File: src/rtl/fls_pkg.sv
package fls_pkg;
  typedef enum logic [1:0] {
    SPACE_USER = 2'b00,
    SPACE_XROW = 2'b01,
    SPACE_FUSE = 2'b10,
    SPACE_NONE = 2'b11
  } space_e;

  typedef struct packed {
    logic [3:0] key;
    logic       map;
    logic       rsvd;
    logic [1:0] mode;
  } ctrl_wr_t;

  // a mode names a programmable space unless it is the reserved code
  function automatic logic space_is_live(input logic [1:0] mode);
    return mode != SPACE_NONE;
  endfunction

  // readback image of the control register
  function automatic logic [7:0] pack_status(input logic map, input logic bsy,
                                             input logic [1:0] mode);
    return {4'b0000, map, bsy, mode};
  endfunction
endpackage

File: src/rtl/fls_key_arm.sv
module fls_key_arm #(
  parameter logic [3:0] KEY_ARM   = 4'h5,
  parameter logic [3:0] KEY_GO    = 4'hA,
  parameter int         RET_LIMIT = 2
) (
  input  logic       clk,
  input  logic       rst_n,
  input  logic       key_wr,
  input  logic [3:0] key,
  input  logic       insn_ret,
  input  logic       hold,
  output logic       armed,
  output logic       arm_evt,
  output logic       go_evt,
  output logic       abort_evt
);
  localparam int CNT_W = $clog2(RET_LIMIT + 1);
  localparam logic [CNT_W-1:0] CNT_LAST = CNT_W'(RET_LIMIT - 1);

  logic [CNT_W-1:0] ret_cnt;
  logic             key_take;

  assign key_take  = key_wr && !hold;
  assign arm_evt   = key_take && (key == KEY_ARM);
  assign go_evt    = key_take && armed && (key == KEY_GO);
  assign abort_evt = !key_take && armed && insn_ret && (ret_cnt == CNT_LAST);

  always_ff @(posedge clk or negedge rst_n) begin
    if (!rst_n) begin
      armed   <= 1'b0;
      ret_cnt <= '0;
    end else if (key_take) begin
      armed   <= (key == KEY_ARM);
      ret_cnt <= '0;
    end else if (abort_evt) begin
      armed   <= 1'b0;
      ret_cnt <= '0;
    end else if (armed && insn_ret) begin
      ret_cnt <= ret_cnt + 1'b1;
    end
  end
endmodule

File: src/rtl/fls_space_dec.sv
module fls_space_dec #(
  parameter int MODE_W = 2
) (
  input  logic              go_evt,
  input  logic [MODE_W-1:0] mode,
  output logic              launch_req,
  output logic [MODE_W-1:0] req_space
);
  import fls_pkg::*;
  localparam int NUM_CODES = 1 << MODE_W;

  logic [NUM_CODES-1:0] hit;

  for (genvar i = 0; i < NUM_CODES; i++) begin : g_code
    assign hit[i] = go_evt && (mode == MODE_W'(i)) && space_is_live(2'(i));
  end

  assign launch_req = |hit;
  assign req_space  = mode;
endmodule

File: src/rtl/fls_busy_trk.sv
module fls_busy_trk #(
  parameter int MODE_W = 2
) (
  input  logic              clk,
  input  logic              rst_n,
  input  logic              launch_req,
  input  logic [MODE_W-1:0] req_space,
  input  logic              eng_done,
  output logic              busy,
  output logic              eng_start,
  output logic [MODE_W-1:0] eng_space
);
  always_ff @(posedge clk or negedge rst_n) begin
    if (!rst_n) begin
      busy      <= 1'b0;
      eng_start <= 1'b0;
      eng_space <= '0;
    end else begin
      eng_start <= launch_req && !busy;
      if (launch_req && !busy) begin
        busy      <= 1'b1;
        eng_space <= req_space;
      end else if (busy && eng_done) begin
        busy <= 1'b0;
      end
    end
  end
endmodule

File: src/rtl/flash_launch_seq.sv
module flash_launch_seq #(
  parameter int              ADDR_W    = 8,
  parameter logic [ADDR_W-1:0] CTRL_ADDR = 8'hD1,
  parameter int              RET_LIMIT = 2
) (
  input  logic              clk,
  input  logic              rst_n,
  input  logic [ADDR_W-1:0] reg_addr,
  input  logic              reg_wr,
  input  logic [7:0]        reg_wdata,
  output logic [7:0]        reg_rdata,
  input  logic              insn_ret,
  input  logic              eng_done,
  output logic              eng_start,
  output logic [1:0]        eng_space,
  output logic              latch_map,
  output logic              busy
);
  import fls_pkg::*;

  ctrl_wr_t   wr_fields;
  logic       ctrl_sel;
  logic       ctrl_wr;
  logic       map_q;
  logic [1:0] mode_q;
  logic       armed;
  logic       arm_evt;
  logic       go_evt;
  logic       abort_evt;
  logic       launch_req;
  logic [1:0] req_space;

  assign wr_fields = ctrl_wr_t'(reg_wdata);
  assign ctrl_sel  = (reg_addr == CTRL_ADDR);
  assign ctrl_wr   = reg_wr && ctrl_sel;

  always_ff @(posedge clk or negedge rst_n) begin
    if (!rst_n) begin
      map_q  <= 1'b0;
      mode_q <= 2'b00;
    end else if (ctrl_wr) begin
      map_q  <= wr_fields.map;
      mode_q <= wr_fields.mode;
    end
  end

  fls_key_arm #(
    .KEY_ARM  (4'h5),
    .KEY_GO   (4'hA),
    .RET_LIMIT(RET_LIMIT)
  ) u_key (
    .clk      (clk),
    .rst_n    (rst_n),
    .key_wr   (ctrl_wr),
    .key      (wr_fields.key),
    .insn_ret (insn_ret),
    .hold     (busy),
    .armed    (armed),
    .arm_evt  (arm_evt),
    .go_evt   (go_evt),
    .abort_evt(abort_evt)
  );

  fls_space_dec #(.MODE_W(2)) u_dec (
    .go_evt    (go_evt),
    .mode      (wr_fields.mode),
    .launch_req(launch_req),
    .req_space (req_space)
  );

  fls_busy_trk #(.MODE_W(2)) u_busy (
    .clk       (clk),
    .rst_n     (rst_n),
    .launch_req(launch_req),
    .req_space (req_space),
    .eng_done  (eng_done),
    .busy      (busy),
    .eng_start (eng_start),
    .eng_space (eng_space)
  );

  assign latch_map = map_q;
  assign reg_rdata = ctrl_sel ? pack_status(map_q, busy, mode_q) : 8'h00;
endmodule

File: config.mk
export PLATFORM = sky130hd
export DESIGN_NAME = flash_launch_seq
export DESIGN_NICKNAME = d
export VERILOG_FILES = /design/src/rtl/fls_pkg.sv /design/src/rtl/fls_key_arm.sv /design/src/rtl/fls_space_dec.sv /design/src/rtl/fls_busy_trk.sv /design/src/rtl/flash_launch_seq.sv
export SDC_FILE = /design/constraint.sdc
export NUM_CORES = 1
export LEC_CHECK = 0
export ABC_AREA = 1
export BUFFER_PORTS_ARGS = -buffer_cell sky130_fd_sc_hd__buf_2
export CAP_MARGIN = 15
export CORE_UTILIZATION = 44
export CTS_CLUSTER_SIZE = 12
export DETAILED_ROUTE_END_ITERATION = 16
export GPL_ROUTABILITY_DRIVEN = 0
export PLACE_DENSITY = 0.89
export REMOVE_ABC_BUFFERS = 1
export SLEW_MARGIN = 20
export SYNTH_ARGS = -nofsm -noshare
export SYNTH_HDL_FRONTEND = slang
export SYNTH_SLANG_ARGS = --single-unit
File: constraint.sdc
create_clock -name clk -period 3 [get_ports clk]
set_clock_uncertainty 0.15 [all_clocks]
set_input_delay 0.45 -clock clk [delete_from_list [all_inputs] [get_ports clk]]
set_output_delay 0.45 -clock clk [all_outputs]
set_load 0.03 [all_outputs]
==> impl_metrics.ini, run 1 <==
[clock_network]
cts_tree = yes
cts.sinks = 10
htreeDepth = 1
cts_buffer_depth = 2
root_buffer = clkbuf_4
hold_buffers = 1
post_cts_buffers = 0
cts_buffers = 3
clkLatencyLatePin_ns = 0.27
path_clk_slew_ns = 0.07
post_cts_resized = 0

[sta]
fmax_mhz = 522
rsz0062_at_grt = false
setup_tns_ns = 0
finalCriticalPeriod_ns = 1.91
period_share_pct = 63.8
finalSetupViolations = 0
worst_slack_ns = 1.09
hold_viol = 0
finalMaxSlewViolations = 0

[pwr]
seq_power_share_pct = 46.1
internal_power_uw = 228
power.density_nw_per_um2 = 403
swShare_pct = 25.6
clkPwrFrac_pct = 40.7
power_uw = 307
ir_worst_vdd_uv = 213
switchingPower_uw = 78.6
p_leak_nw = 0.451
combPwrFrac_pct = 13.2

[yosys]
synth_warnings = 0
synthSimpleGateAreaFrac_pct = 39.8
yosysTopAreaCellShare_pct = 43.5
yosys.area.top_type = dfrtp_1
synth_area_sq_um = 576
post_synth_num_cell_types = 16
synth_top_family_by_area = simple AND/OR/NAND/NOR gates
yosysSeqAreaShare_pct = 43.5
synthMuxAreaShare_pct = 0
ys_ff_latch = 10
synth_compound_area_share_pct = 1.74
yosys-top-cells-area = dfrtp_1 (43%), nand2_1 (11%), nand3_1 (9.6%)
synthXorXnorAreaFrac_pct = 0
syn_inst = 78
synth_fa_ha_area_share_pct = 0
avgSynthCellArea_sq_um = 7.38

[worst_setup_path]
worstSetupPathType = primary input to output port
path_cells = buf_2 > nor2_1 > nand2_2 > nor2_4 > inv_1 > nor2_1 > buf_2
critPathMaxFanout = 6
slowest_delay_ns = 0.20
critPathLaunchType = primary input
crit_slowest_cell = buf_2
cp.arrival_ns = 1.31
cp.required_ns = 2.40
end_kind = output port

[outcome]
status = finished, final reports clean

[placed_design]
hpwl_microns = 930
numPortBuffers = 28
dp_slack_ns = 1.08
dp.cells = 119

[detailed_routing]
drtIter0Drc = 21
num_vias = 594
via_per_inst = 4.79
finalWirelength_microns = 1180
ant_nets = 0
drc = 0
routedWlPerCell_microns = 9.52
drtPass1Iterations = 4

[job]
cap_violations = 0

[global_routing]
grt_antenna_before_repair = 0
grt-ovfl-total = 0
grt_usage_pct = 19.4
grt_pass1_wl_microns = 1960
grt_max_degree = 11
grt_pass1_vias = 486

[hold_path]
min_path_type = primary input to flop

[floorplanning]
start_util_pct = 49.8
core_area_sq_um = 1160
die_h_microns = 38.2
num_rows = 12
pin_count = 34
die_x_microns = 38.2
die_area_sq_um = 1460

[cells_and_area]
layout-drive-gt1-share_pct = 35.5
area_growth_pct = 32.2
num_antenna_cells = 0
finalNetCount = 132
fillCellCount = 90
utilization_pct = 65.8
fin_cells = 124
[final timing paths]
path | startpoint | end | slack (ns) | cells past startpoint
max in group asynchronous | rst_n | u_key.armed | 2.11 | 2
max reg2reg | u_key.armed | u_busy.eng_space[1] | 1.78 | 5
min reg2reg | u_busy.eng_space[0] | u_busy.eng_space[0] | 0.32 | 2
max | reg_addr[3] | reg_rdata[2] | 1.09 | 7
min | eng_done | u_busy.busy | 0.22 | 2
min in group asynchronous | rst_n | latch_map | 0.40 | 2
[area by class of cell]
cell class	count	area [sq um]	area share, %
Multi-Input combinational cell	53	254	33.4
Sequential cell	10	250	32.9
Timing Repair Buffer	29	150	19.7
Inverter	14	52.6	6.91
Clock buffer	4	36.3	4.77
Tap cell	14	17.5	2.30
[placed cells by master, fill, tap and decap left out]
cell           synthesis  layout
nand4_2                1       1
nand4_1                2       2
nor2_2                 3       3
dlygate4sd3_1          0       1
nand3_2                1       1
nor2_1                 9       9
inv_1                 14      14
o21ai_0                1       1
clkbuf_8               0       1
nand2_2                1       1
nor2_4                 1       1
a21oi_1                1       1
buf_2                  0      28
nand3_1               11      11
nand2_1               17      17
clkbuf_4               0       3
nor3_1                 1       1
conb_1                 1       4
dfrtp_1               10      10
[cells in the mapped netlist]
library cell,count
a21oi_1,1
buf_4,4
conb_1,1
dfrtp_1,10
inv_1,14
nand2_1,17
nand2_2,1
nand3_1,11
nand3_2,1
nand4_1,2
nand4_2,1
nor2_1,9
nor2_2,3
nor2_4,1
nor3_1,1
o21ai_0,1
[per-layer routing]
metal | up-vias | part of all wire (%) | GRT usage (%)
met5 | - | 0 | 0
met4 | 0 | 1.3 | 10.7
li1 | 299 | - | -
met3 | 2 | 5.6 | 3.49
met2 | 24 | 52 | 31.8
met1 | 269 | 41 | 23.9
[power groups by stage]
stage / combinational [mW] / clock (mW) / sequential (mW)
after floorplan: 0.0176 / 0 / 0.145
after global placement: 0.0379 / 0 / 0.144
after detailed placement: 0.0394 / 0 / 0.144
after CTS: 0.0405 / 0.125 / 0.142
after global routing: 0.0452 / 0.131 / 0.142
final: 0.0404 / 0.125 / 0.142
[metrics by stage]
| stage | area (sq um) | hold WS [ns] |
|---|---|---|
| 6_report | 761 | 0.216 |
| 3_3_place_gp | 714 | 0.167 |
| 3_5_place_dp | 714 | 0.169 |
| 5_1_grt | 761 | 0.225 |
| 4_1_cts | 761 | 0.218 |
| 2_1_floorplan | 557 | 0.00441 |
[sequential cells by signal, summed over array words and instances (netlist names)]
| signal | flops |
|---|---|
| u_busy.busy | 1 |
| u_busy.eng_space | 2 |
| u_key.armed | 1 |
| u_busy.eng_start | 1 |
| u_key.ret_cnt | 2 |
| mode_q | 2 |
| latch_map | 1 |
[logic make-up (layout without fill, tap and decap cells)]
| family | Yosys count | count (layout) |
|---|---|---|
| and+or+nand+nor | 47 | 47 |
| buffers and inverters | 18 | 47 |
| DFF | 10 | 10 |
| AOI/OAI and AO/OA | 2 | 2 |
| other | 1 | 4 |
[critical path: cells and delay by family]
kind,cells,cell delay (ns)
and+or+nand+nor,4,0.46
buffers and inverters,3,0.41
Power figures use the tool's default switching activity.
==> run 2: changes to the inputs <==
- CORE_UTILIZATION: 44 -> 41
- PLACE_DENSITY: 0.89 -> 0.84
- clock period: 3 -> 1.9 ns (I/O delays scaled with it)
==> impl_metrics.ini, run 2 (same netlist as run 1, synthesis figures left out) <==
[detailed_routing]
drtPass1Iterations = 4
num_vias = 587
ant_nets = 0
drtIter0Drc = 9
routedWlPerCell_microns = 9.31
drc = 0
via_per_inst = 4.70
finalWirelength_microns = 1160

[sta]
rsz0062_at_grt = false
finalMaxSlewViolations = 0
finalCriticalPeriod_ns = 1.59
finalSetupViolations = 0
setup_tns_ns = 0
fmax_mhz = 627
hold_viol = 0
period_share_pct = 83.9

[floorplanning]
die_h_microns = 39.5
start_util_pct = 44.2
pin_count = 34
num_rows = 13
die_x_microns = 39.5
die_area_sq_um = 1560
core_area_sq_um = 1300

[placed_design]
dp.cells = 120
numPortBuffers = 28
hpwl_microns = 975
placed_area_sq_um = 716

[clock_network]
cts.sinks = 10
cts_tree = yes
hold_buffers = 1
clkLatencyLatePin_ns = 0.26
path_clk_slew_ns = 0.07
htreeDepth = 1
post_cts_buffers = 0
root_buffer = clkbuf_4
cts_buffers = 3
cts_buffer_depth = 2
post_cts_resized = 0

[pwr]
p_leak_nw = 0.451
power_uw = 479
ir_worst_vdd_uv = 327
power.density_nw_per_um2 = 628

[worst_setup_path]
end_kind = output port
startpoint = reg_addr[3]
critPathLaunchType = primary input
worstSetupPathType = primary input to output port
r2r_slack_ns = 0.69
rr_startpoint = u_key.armed
cp.arrival_ns = 1.16
endpoint = reg_rdata[2]
cp.required_ns = 1.46
worstReg2RegEnd = u_busy.eng_space[1]
r2r_cells = 5
critPathMaxFanout = 6

[global_routing]
grt_antenna_before_repair = 0
grt_max_degree = 11
grt_usage_pct = 17.4
grt_pass1_vias = 475
grt_pass1_wl_microns = 1810
grt-ovfl-total = 0

[hold_path]
min_path_type = primary input to flop
whs_path_depth = 2

[outcome]
status = finished, final reports clean

[cells_and_area]
mostFrequentLayoutCells = buf_2 (28), nand2_1 (17), inv_1 (14), nand3_1 (11), dfrtp_1 (10)
fin_area_sq_um = 762
layout-drive-gt1-share_pct = 35.5
num_antenna_cells = 0
final_common_cell = buf_2
finalNetCount = 132
area_growth_pct = 32.4
top_regs = mode_q (2), u_busy.eng_space (2), u_key.ret_cnt (2)
fin_cells = 125

[job]
cap_violations = 0
[run 2: cell counts in the layout (fill, tap and decap cells not counted)]
Identical to the previous run, type by type.
[run 2: worst min path at each step]
stage          startpoint  slack, ns             endpoint
2_1_floorplan       rst_n      -0.16            latch_map
3_3_place_gp        rst_n    -0.0007     u_busy.eng_start
3_5_place_dp        rst_n      0.003  u_busy.eng_space[0]
4_1_cts          eng_done       0.05          u_busy.busy
5_1_grt          eng_done       0.04          u_busy.busy
6_report         eng_done       0.04          u_busy.busy
[run 2: through the flow]
| stage | utilization [%] | hold WS (ns) | setup WS [ns] |
|---|---|---|---|
| 6_report | 58.6 | 0.0433 | 0.306 |
| 3_5_place_dp | 55.0 | 0.00269 | 0.302 |
| 2_1_floorplan | - | -0.161 | 0.351 |
| 4_1_cts | 58.6 | 0.0473 | 0.299 |
| 3_3_place_gp | 55.0 | -0.000656 | 0.325 |
| 5_1_grt | 58.6 | 0.0418 | 0.219 |
[run 2: layer usage]
layer	track usage, %	share of wire, %	vias to the layer above
li1	-	-	301
met1	20.6	43	260
met2	29.1	51	23
met3	1.70	4.2	3
met4	12.1	1.4	0
met5	0	0	-
[run 2: critical path, cell delays in order]
cell and delay, ns:
buf_2 0.10, nor2_1 0.12, nand2_2 0.08, nor2_4 0.17, inv_1 0.11, nor2_1 0.09, buf_2 0.20
[run 2: area by class of cell]
type,count,area [sq um]
clock buffer,4,36.3
fill,141,539
inverter,14,52.6
multi-input combinational,53,254
sequential,10,250
tap,15,18.8
timing repair buffer,29,150
[run 2: where the power goes]
part / total (mW) / internal, mW / switching (mW)
Sequential: 0.224 / 0.220 / 0.00396
Combinational: 0.0641 / 0.0240 / 0.0401
Clock: 0.191 / 0.116 / 0.0746
Total: 0.479 / 0.360 / 0.119
==> run 3: changes to the inputs <==
- CORE_UTILIZATION: 41 -> 37
- PLACE_DENSITY: 0.84 -> 0.81
- clock period: 1.9 -> 1.3 ns (I/O delays scaled with it)
==> impl_metrics.ini, run 3 (same netlist as run 1, synthesis figures left out) <==
[outcome]
status = complete, but fails checks
violations = negative setup slack

[worst_setup_path]
cp.required_ns = 0.95
worstSetupPathType = flop to output port
cp.arrival_ns = 0.96
critPathMaxFanout = 2
end_kind = output port
critPathLaunchType = flop
r2r_slack_ns = 0.10

[detailed_routing]
num_vias = 656
drc = 0
finalWirelength_microns = 1500
via_per_inst = 5.01
ant_nets = 0
routedWlPerCell_microns = 11.5
drtPass1Iterations = 4
drtIter0Drc = 20

[clock_network]
cts_buffer_depth = 2
cts_tree = yes
path_clk_slew_ns = 0.08
clkLatencyLatePin_ns = 0.27
root_buffer = clkbuf_4
cts_buffers = 3
htreeDepth = 1
cts.sinks = 10

[global_routing]
grt_pass1_wl_microns = 2320
grt_max_degree = 11
grt_usage_pct = 18.0
grt_pass1_vias = 577
grt-ovfl-total = 0
grt_antenna_before_repair = 0

[floorplanning]
die_area_sq_um = 1720
core_area_sq_um = 1370
die_x_microns = 41.4
die_h_microns = 41.4
num_rows = 13
start_util_pct = 42.1
pin_count = 34

[pwr]
power.density_nw_per_um2 = 809
power_uw = 730
p_leak_nw = 0.490
ir_worst_vdd_uv = 488

[cells_and_area]
top_regs = mode_q (2), u_busy.eng_space (2), u_key.ret_cnt (2)
mostFrequentLayoutCells = buf_2 (20), nand2_1 (17), nand3_1 (11), dfrtp_1 (10), inv_1 (9)
finalNetCount = 138
area_growth_pct = 56.7
final_common_cell = buf_2
layout-drive-gt1-share_pct = 46.6
register_area_sq_um = 250
num_antenna_cells = 0
fillCellCount = 115
multi_input_area_sq_um = 292

[sta]
rsz0062_at_grt = true
finalSetupViolations = 1
finalCriticalPeriod_ns = 1.30
fmax_mhz = 767
timing.hold.ws_ns = 0.00337
period_share_pct = 100
finalMaxSlewViolations = 0
hold_viol = 0
worst_slack_ns = -0.00366

[placed_design]
hpwl_microns = 1040
numPortBuffers = 28

[hold_path]
min_path_type = primary input to flop

[job]
cap_violations = 0
run 3: final cells by class:
class                           instances  area share (%)
Multi-Input combinational cell         53            32.3
Sequential cell                        10            27.7
Inverter                               14            6.38
Tap cell                               15            2.08
Timing Repair Buffer                   35            27.5
Clock buffer                            4            4.02
run 3: power breakdown:
group          internal, mW  switching [mW]
clock network         0.170           0.121
registers             0.321         0.00590
logic                0.0465          0.0659
total                 0.538           0.192
run 3: routing by layer:
layer	vias up	global-route usage [%]	wire, microns
met2	31	32.5	779
met5	-	0	0
met3	6	3.04	67
li1	314	-	-
met1	305	19.2	610
met4	0	11.0	45
run 3: worst max-delay path, stage by stage, from the launching register on:
cell and delay [ns]:
dfrtp_1 0.37, inv_2 0.06, nor2_4 0.12, buf_6 0.14
run 3: path summary, 6_finish.rpt:
path | start | endpoint | cells after the start
setup reg to reg | u_key.armed | u_busy.eng_space[0] | 5
min in group asynchronous | rst_n | u_busy.eng_space[1] | 2
hold reg to reg | u_busy.eng_space[1] | u_busy.eng_space[1] | 2
setup / recovery | mode_q[1] | reg_rdata[1] | 3
max in group asynchronous | rst_n | u_key.armed | 2
hold / removal | reg_wdata[3] | latch_map | 3
run 3: repair_timing:
item                                   CTS  global route
cloned                                   0             0
setup endpoints to repair                4             6
gates resized for setup                 13            18
endpoints found under the hold margin   11             0
buffers inserted                         2             2
hold buffers                             2             0
pin swaps                                3             7
run 3: stage by stage:
step                area, sq um  setup TNS, ns  instances  util, %  setup slack [ns]
floorplan                   557         -0.346         77        -            -0.141
global placement            723        -0.0157        121     52.9           -0.0146
detailed placement          723         -0.258        121     52.9           -0.0757
CTS                         826        -0.0451        129     60.4           -0.0301
global route                902         -0.152        131     66.0           -0.0473
finish                      902       -0.00366        131     66.0          -0.00366
